$ cat src/rtl/dcw_pkg.sv
package dcw_pkg;

  localparam int WORD_W     = 32;
  localparam int DESC_WORDS = 8;
  localparam int IDX_W      = $clog2(DESC_WORDS);
  localparam int LINK_SHIFT = 4;
  localparam int HALF_W     = 16;
  localparam int CODE2_W    = 2;
  localparam int CODE3_W    = 3;

  typedef enum logic [1:0] {
    ST_IDLE = 2'd0,
    ST_BUSY = 2'd1,
    ST_DONE = 2'd2,
    ST_TMO  = 2'd3
  } chan_st_e;

  typedef enum logic [2:0] {
    F_IDLE,
    F_REQ,
    F_WAIT,
    F_LOAD,
    F_RUN
  } walk_fsm_e;

  typedef logic [DESC_WORDS-1:0][WORD_W-1:0] desc_words_t;

  typedef struct packed {
    logic               swap;
    logic               dir;
    logic [CODE2_W-1:0] width;
    logic               inc_en;
    logic [CODE2_W-1:0] inc_size;
    logic [HALF_W-1:0]  len;
    logic [WORD_W-1:0]  per_addr;
    logic [CODE3_W-1:0] acc_delay;
    logic [CODE3_W-1:0] burst;
    logic [HALF_W-1:0]  ext_addr;
    logic               two_d;
    logic [HALF_W-1:0]  rep_count;
    logic [HALF_W-1:0]  line_off;
    logic [HALF_W-1:0]  row_len;
    logic [WORD_W-1:0]  mem_addr;
  } xfer_cfg_t;

endpackage

$ cat src/rtl/dcw_desc_store.sv
module dcw_desc_store
  import dcw_pkg::*;
(
  input  logic                  clk,
  input  logic                  wr_en,
  input  logic [IDX_W-1:0]      wr_idx,
  input  logic [WORD_W-1:0]     wr_data,
  output desc_words_t           words
);

  // One register per descriptor word, written without reset.
  for (genvar i = 0; i < DESC_WORDS; i++) begin : g_word
    always_ff @(posedge clk) begin
      if (wr_en && (wr_idx == IDX_W'(i))) begin
        words[i] <= wr_data;
      end
    end
  end

endmodule

$ cat src/rtl/dcw_decode.sv
module dcw_decode
  import dcw_pkg::*;
(
  input  logic              clk,
  input  logic              rst,
  input  logic              load,
  input  logic              sys_sel,
  input  desc_words_t       words,
  output xfer_cfg_t         cfg,
  output logic [WORD_W-1:0] next_addr,
  output logic              last
);

  xfer_cfg_t         cfg_d;
  logic [WORD_W-1:0] link;
  logic [WORD_W-1:0] link_addr;
  logic              is_last;
  logic              unused_bits;

  always_comb begin
    cfg_d           = '0;
    cfg_d.swap      = words[0][0];
    cfg_d.dir       = words[0][1];
    cfg_d.width     = words[0][3:2];
    cfg_d.inc_en    = words[1][31];
    cfg_d.inc_size  = words[1][30:29];
    cfg_d.len       = words[1][15:0];
    cfg_d.per_addr  = words[2];
    cfg_d.acc_delay = words[3][2:0];
    cfg_d.burst     = words[3][6:4];
    cfg_d.ext_addr  = words[3][31:16];
    cfg_d.two_d     = words[4][31];
    cfg_d.rep_count = words[4][15:0];
    cfg_d.line_off  = words[5][31:16];
    cfg_d.row_len   = words[5][15:0];
    cfg_d.mem_addr  = words[6];
  end

  // Word 7: bit 0 is the finish flag, the rest is the link.
  assign link      = {words[7][WORD_W-1:1], 1'b0};
  assign link_addr = sys_sel ? (link << LINK_SHIFT) : link;
  assign is_last   = words[7][0] | (link == '0);

  assign unused_bits = ^{words[0][31:4], words[1][28:16], words[3][15:7],
                         words[3][3], words[4][30:16]};

  always_ff @(posedge clk) begin
    if (rst) begin
      cfg       <= '0;
      next_addr <= '0;
      last      <= 1'b0;
    end else if (load) begin
      cfg       <= cfg_d;
      next_addr <= link_addr;
      last      <= is_last;
    end
  end

endmodule

$ cat src/rtl/dcw_timer.sv
module dcw_timer #(
  parameter int LIMIT = 4096
) (
  input  logic clk,
  input  logic rst,
  input  logic clear,
  input  logic run,
  output logic expired
);

  localparam int CNT_W = $clog2(LIMIT + 1);

  logic [CNT_W-1:0] cnt;

  assign expired = run && (cnt == CNT_W'(LIMIT - 1));

  always_ff @(posedge clk) begin
    if (rst || clear) begin
      cnt <= '0;
    end else if (run && !expired) begin
      cnt <= cnt + 1'b1;
    end
  end

endmodule

$ cat src/rtl/desc_chain_walker.sv
module desc_chain_walker
  import dcw_pkg::*;
#(
  parameter int TIMEOUT_CYC = 4096
) (
  input  logic        clk,
  input  logic        rst,
  input  logic        go,
  input  logic [31:0] go_addr,
  input  logic        list_sys,
  input  logic        status_rd,
  output logic [1:0]  status,
  output logic        mem_rd,
  output logic [31:0] mem_addr,
  input  logic        mem_rvalid,
  input  logic [31:0] mem_rdata,
  output logic        xfer_start,
  input  logic        xfer_done,
  output logic        cfg_swap,
  output logic        cfg_dir,
  output logic [1:0]  cfg_width,
  output logic        cfg_inc_en,
  output logic [1:0]  cfg_inc_size,
  output logic [15:0] cfg_len,
  output logic [31:0] cfg_per_addr,
  output logic [2:0]  cfg_acc_delay,
  output logic [2:0]  cfg_burst,
  output logic [15:0] cfg_ext_addr,
  output logic        cfg_2d,
  output logic [15:0] cfg_rep_count,
  output logic [15:0] cfg_line_off,
  output logic [15:0] cfg_row_len,
  output logic [31:0] cfg_mem_addr
);

  localparam logic [IDX_W-1:0] LAST_IDX = IDX_W'(DESC_WORDS - 1);

  walk_fsm_e         fsm;
  chan_st_e          st;
  logic [WORD_W-1:0] base;
  logic [IDX_W-1:0]  idx;
  logic              sys_sel;
  desc_words_t       words;
  xfer_cfg_t         cfg;
  logic [WORD_W-1:0] next_addr;
  logic              last;
  logic              expired;
  logic              wr_en;
  logic              load;
  logic              tmr_run;

  assign wr_en   = (fsm == F_WAIT) && mem_rvalid;
  assign load    = (fsm == F_LOAD);
  assign tmr_run = (fsm == F_RUN);

  dcw_desc_store u_store (
    .clk     (clk),
    .wr_en   (wr_en),
    .wr_idx  (idx),
    .wr_data (mem_rdata),
    .words   (words)
  );

  dcw_decode u_dec (
    .clk       (clk),
    .rst       (rst),
    .load      (load),
    .sys_sel   (sys_sel),
    .words     (words),
    .cfg       (cfg),
    .next_addr (next_addr),
    .last      (last)
  );

  dcw_timer #(.LIMIT(TIMEOUT_CYC)) u_tmr (
    .clk     (clk),
    .rst     (rst),
    .clear   (load),
    .run     (tmr_run),
    .expired (expired)
  );

  always_ff @(posedge clk) begin
    if (rst) begin
      fsm        <= F_IDLE;
      st         <= ST_IDLE;
      base       <= '0;
      idx        <= '0;
      sys_sel    <= 1'b0;
      mem_rd     <= 1'b0;
      mem_addr   <= '0;
      xfer_start <= 1'b0;
    end else begin
      mem_rd     <= 1'b0;
      xfer_start <= 1'b0;
      case (fsm)
        F_IDLE: begin
          if (go && (st == ST_IDLE)) begin
            base    <= go_addr;
            sys_sel <= list_sys;
            idx     <= '0;
            st      <= ST_BUSY;
            fsm     <= F_REQ;
          end else if (status_rd && ((st == ST_DONE) || (st == ST_TMO))) begin
            st <= ST_IDLE;
          end
        end
        F_REQ: begin
          mem_rd   <= 1'b1;
          mem_addr <= base + WORD_W'({idx, 2'b00});
          fsm      <= F_WAIT;
        end
        F_WAIT: begin
          if (mem_rvalid) begin
            if (idx == LAST_IDX) begin
              fsm <= F_LOAD;
            end else begin
              idx <= idx + 1'b1;
              fsm <= F_REQ;
            end
          end
        end
        F_LOAD: begin
          xfer_start <= 1'b1;
          fsm        <= F_RUN;
        end
        F_RUN: begin
          if (xfer_done) begin
            if (last) begin
              st  <= ST_DONE;
              fsm <= F_IDLE;
            end else begin
              base <= next_addr;
              idx  <= '0;
              fsm  <= F_REQ;
            end
          end else if (expired) begin
            st  <= ST_TMO;
            fsm <= F_IDLE;
          end
        end
        default: fsm <= F_IDLE;
      endcase
    end
  end

  assign status        = st;
  assign cfg_swap      = cfg.swap;
  assign cfg_dir       = cfg.dir;
  assign cfg_width     = cfg.width;
  assign cfg_inc_en    = cfg.inc_en;
  assign cfg_inc_size  = cfg.inc_size;
  assign cfg_len       = cfg.len;
  assign cfg_per_addr  = cfg.per_addr;
  assign cfg_acc_delay = cfg.acc_delay;
  assign cfg_burst     = cfg.burst;
  assign cfg_ext_addr  = cfg.ext_addr;
  assign cfg_2d        = cfg.two_d;
  assign cfg_rep_count = cfg.rep_count;
  assign cfg_line_off  = cfg.line_off;
  assign cfg_row_len   = cfg.row_len;
  assign cfg_mem_addr  = cfg.mem_addr;

endmodule

$ cat config.mk
export PLATFORM = sky130hd
export DESIGN_NAME = desc_chain_walker
export DESIGN_NICKNAME = d
export VERILOG_FILES = /design/src/rtl/dcw_pkg.sv /design/src/rtl/dcw_desc_store.sv /design/src/rtl/dcw_decode.sv /design/src/rtl/dcw_timer.sv /design/src/rtl/desc_chain_walker.sv
export SDC_FILE = /design/constraint.sdc
export NUM_CORES = 1
export LEC_CHECK = 0
export ABC_CLOCK_PERIOD_IN_PS = 4200
export BUFFER_PORTS_ARGS = -buffer_cell sky130_fd_sc_hd__buf_2
export CELL_PAD_IN_SITES_DETAIL_PLACEMENT = 0
export CELL_PAD_IN_SITES_GLOBAL_PLACEMENT = 1
export CORE_AREA = 2 2 238 240
export CTS_CLUSTER_DIAMETER = 80
export DETAILED_ROUTE_END_ITERATION = 10
export DIE_AREA = 0 0 240 242
export PLACE_DENSITY_LB_ADDON = 0.3
export RECOVER_POWER = 100
export SETUP_SLACK_MARGIN = 0.1
export SLEW_MARGIN = 25
export SYNTH_ARGS = -nofsm -noshare
export SYNTH_HDL_FRONTEND = slang
export SYNTH_HIERARCHICAL = 1
export SYNTH_SLANG_ARGS = --single-unit
$ cat constraint.sdc
create_clock -name clk -period 4.2 [get_ports clk]
set_input_delay 0.63 -clock clk [delete_from_list [all_inputs] [get_ports clk]]
set_output_delay 0.63 -clock clk [all_outputs]
set_load 0.02 [all_outputs]
Word level (Yosys, flattened, before mapping):

Cells that the tools add are included.

* RAM bits: 0
* output and inout port bits: 194
* ROM bits: 0
* memories: 0
* latch bits: 0
* register bits after elaboration: 507
* logic and storage cells: 113
* input port bits: 71

* equality and inequality tests: 22
* shift operators: 0
* reduce and logical (&&, ||, !) cells: 27
* bitwise logic cells: 1
* mux-type cells: 26
* divide/modulo/power cells: 0
* add/subtract/negate cells: 3
* multiply operators: 0
* magnitude comparators: 0

Operators by type and width (count)
* $mux W32: 4
* $pmux W32 S2: 1
* $add A32 B5 Y32: 1
* $logic_not A32 Y1: 1
* $mux W3: 9
* $eq A3 B3 Y1 const B: 5
* $pmux W3 S5: 1
* $add A13 B1 Y13 const B: 1
* $eq A13 B12 Y1 const B: 1
* $logic_and A1 B1 Y1: 13
* $eq A3 B2 Y1 const B: 4
* $mux W2: 6
* $ne A2 B2 Y1 const B: 5
* $ne A3 B3 Y1 const B: 3
* $pmux W3 S3: 1
* $reduce_and A4 Y1: 2
* $eq A3 B1 Y1 const B: 2
* $logic_not A3 Y1: 2
* $reduce_and A6 Y1: 1
* $eq A2 B2 Y1 const B: 2
* $pmux W2 S2: 1
* $add A3 B1 Y3 const B: 1
* $mux W1: 3
* $reduce_and A3 Y1: 1
* other kinds (7): 8

Logic depth before layout (Yosys ltp):

* depth in word-level cells: 6
* depth in mapped cells: 10
* depth with buffers taken out: 8

Cells and area by module:

The synthesis kept the hierarchy.

Modules (own cells, without submodules)
* dcw_desc_store: times used 1, seq. area each 7687.4 µm², area an instance 7783.7 µm², cells each 264
* dcw_decode: times used 1, seq. area each 3803.6 µm², area an instance 6939.2 µm², cells each 664
* desc_chain_walker: times used 1, seq. area each 1501.4 µm², area an instance 3865.0 µm², cells each 443
* dcw_timer: times used 1, seq. area each 260.2 µm², area an instance 635.6 µm², cells each 72

Worst setup path before layout:

OpenSTA, ideal clock, no wires.

* path kind: input port to flip-flop
* start: input port mem_rvalid
* end: register u_store/words[0] (netlist bit) (enable)
* data required time: 3.760 ns
* library setup time: 0.440 ns
* slack: 0.844 ns
* arrival: 2.916 ns
* path buffers: 0
* stages on the path: 3
* cells stage by stage: inv_1 -> nor3_1 -> nor4b_2

* cells in the longest elaborated chain, start to end: 2

Ends and longest elaborated chain
* start, declared: line desc_chain_walker.sv:15 `input logic mem_rvalid,`
* $logic_and A1 B1 Y1: line desc_chain_walker.sv:52 `assign wr_en = (fsm == F_WAIT) && mem_rvalid;`
* net wr_en: line desc_chain_walker.sv:48 `logic wr_en;`
* $logic_and A1 B1 Y1: line dcw_desc_store.sv:14 `if (wr_en && (wr_idx == IDX_W'(i))) begin`
* end signal, assigned by index: line dcw_desc_store.sv:15 `words[i] <= wr_data;`
* end, declared: line dcw_desc_store.sv:8 `output desc_words_t words`

The timed path passes the listed nets, and every way through them passes these cells.
A chain may end at the register's enable or synchronous reset.

Final worst setup path:

* start: register fsm[2]
* end: register u_store/words[118] (netlist bit) (enable)

* cells in the longest elaborated chain, start to end: 3

Ends and longest elaborated chain
* start, declared: line desc_chain_walker.sv:38 `walk_fsm_e fsm;`
* start signal, assigned: line desc_chain_walker.sv:85 `fsm <= F_IDLE;`
* start signal, assigned: line desc_chain_walker.sv:103 `fsm <= F_REQ;`
* start signal, assigned: line desc_chain_walker.sv:111 `fsm <= F_WAIT;`
* $eq A3 B2 Y1: line desc_chain_walker.sv:52
* $logic_and A1 B1 Y1: line desc_chain_walker.sv:52
* net wr_en: line desc_chain_walker.sv:48
* $logic_and A1 B1 Y1: line dcw_desc_store.sv:14

The timed path passes the listed nets, and every way through them passes these cells.

==> flow_summary.ini <==
[grt]
track_usage = 0.157
grt_pass1_wl_um = 69400
overflow = 0
antenna_found_initial = 5
grt_max_degree = 168
grt_pass1_vias = 11000

[power]
power.switching_uw = 2320
combPwrFrac = 0.057
power_leakage_uw = 0.00661
power_density_nw_per_um2 = 486
p_clk_frac = 0.454
peakVddDrop_mv = 0.267
pwr-share-seq = 0.489
p_sw_frac = 0.230
internal-power_uw = 7760

[detailed_routing]
postRouteAntennaNets = 0
routedWlPerCell_um = 19.1
routed_wl_um = 46400
post-route-drc-count = 0
viasPerCell = 4.65
drt-initial-drc-count = 645
drt_pass1_iterations = 6
vias = 11300

[clock_network]
clk_latency_ps = 590
cts_max_level = 2
hold_buffers = 0
cts_tree = done
cts.sinks = 468
path_clk_slew_ps = 50
clock_tree.buffer_depth = 3
ctsResizeCount = 0
post-cts-setup-buffer-count = 0
numCtsBuffers = 52
root_buffer = clkbuf_16

[timing]
fin_tns_setup_ps = 0
max_freq_ghz = 0.308
relSlewSlack = 0.0836
timing.final.crit_share = 0.773
period_minus_slack_ps = 3240
hold_viol = 0
skew_ps = 12.8
final-setup-viol-count = 0
rsz0062_at_grt = false
slew_violations = 0
tightest_slew_ps = 1370

[flow_run]
cap_violations = 0

[critical_path]
end_kind = register
required_ps = 4380
arrival_ps = 3430
cp_max_fo = 22
start_kind = register
worstSetupPathType = reg -> reg

[die]
dieArea_um2 = 58100
num_io_pins = 265
rows = 87
fp.dieH_um = 242
initial_utilization = 0.309
core-area_um2 = 55700
fp.dieW_um = 240

[place]
hpwl_um = 30900
gp_congestion = 0.763
dp_cells = 2322
port_buffers = 264

[logic_synthesis]
syn_area_per_cell_um2 = 12.5
syn-instance-count = 1377
syn-num-nets = 1455
synth_warnings = 6
synth_area_um2 = 17200

[layout]
nets = 1699
fill_cells = 5633
drive_above_1_share = 0.0859
area_growth_pct = 20.3
final_common_cell = dfxtp_1
fin_cells = 2422
final_cell_mix = dfxtp_1, nor2_1, clkbuf_1

[outcome]
status = finished, final reports clean

[min_path]
hp-class = in -> reg
power by group through the flow:
stage / clock, uW / combinational (uW) / sequential [uW]
final: 4580 / 578 / 4930
after detailed placement: 0 / 607 / 5020
after CTS: 4710 / 609 / 4920
after global placement: 0 / 603 / 5020
after global routing: 4890 / 644 / 4940
after floorplan: 0 / 324 / 5050
area by class of cell:
type / instances / area, um^2 / share of cell area
multi-input cells: 815 / 5560 / 0.268
flip-flops and latches: 468 / 11300 / 0.544
clock buffers: 71 / 1450 / 0.0701
diodes: 1 / 2.50 / 0.000121
clock inverters: 27 / 282 / 0.0136
well taps: 756 / 946 / 0.0456
repair buffers: 276 / 1180 / 0.0570
inverters: 8 / 37.5 / 0.00181
metrics by stage:
stage                     hold WS [ps]   util  power [uW]  setup slack (ps)  cell area [um^2]
after CTS                          292  0.377       10200              1250             21000
final                              328  0.372       10100               955             20700
after global placement             441  0.346        5620              1170             19300
after detailed placement           447  0.346        5630              1250             19300
after global routing               299  0.372       10500               665             20700
after floorplan                    432      -        5380              1830             17200
worst max-delay path: stages, from the launching register on:
cell and delay [ps]:
dfxtp_1 450, nand2b_1 250, nor3_1 880, and4b_1 1250
worst paths after layout:
check	from	to	slack (ps)	depth (start not counted)
setup / recovery	fsm[2]	u_store/words[118]	960	3
hold reg to reg	mem_addr[0]	mem_addr[0]	460	2
setup reg to reg	fsm[2]	u_store/words[118]	960	3
hold / removal	list_sys	sys_sel	330	3
flip-flops by register name (all words and copies together), names as in the netlist:
register / cells
u_store/words: 190
u_dec/cfg: 158
base: 32
mem_addr: 32
u_dec/next_addr: 31
u_tmr/cnt: 13
fsm: 3
idx: 3
status: 2
mem_rd: 1
sys_sel: 1
u_dec/last: 1
xfer_start: 1
layer usage:
metal / part of all wire / global-route usage
met3: 0.080 / 0.0521
met2: 0.43 / 0.236
met4: 0.018 / 0.0378
met1: 0.47 / 0.217
met5: 0.00035 / 0
Note: power is estimated with default switching activity, not from simulation.
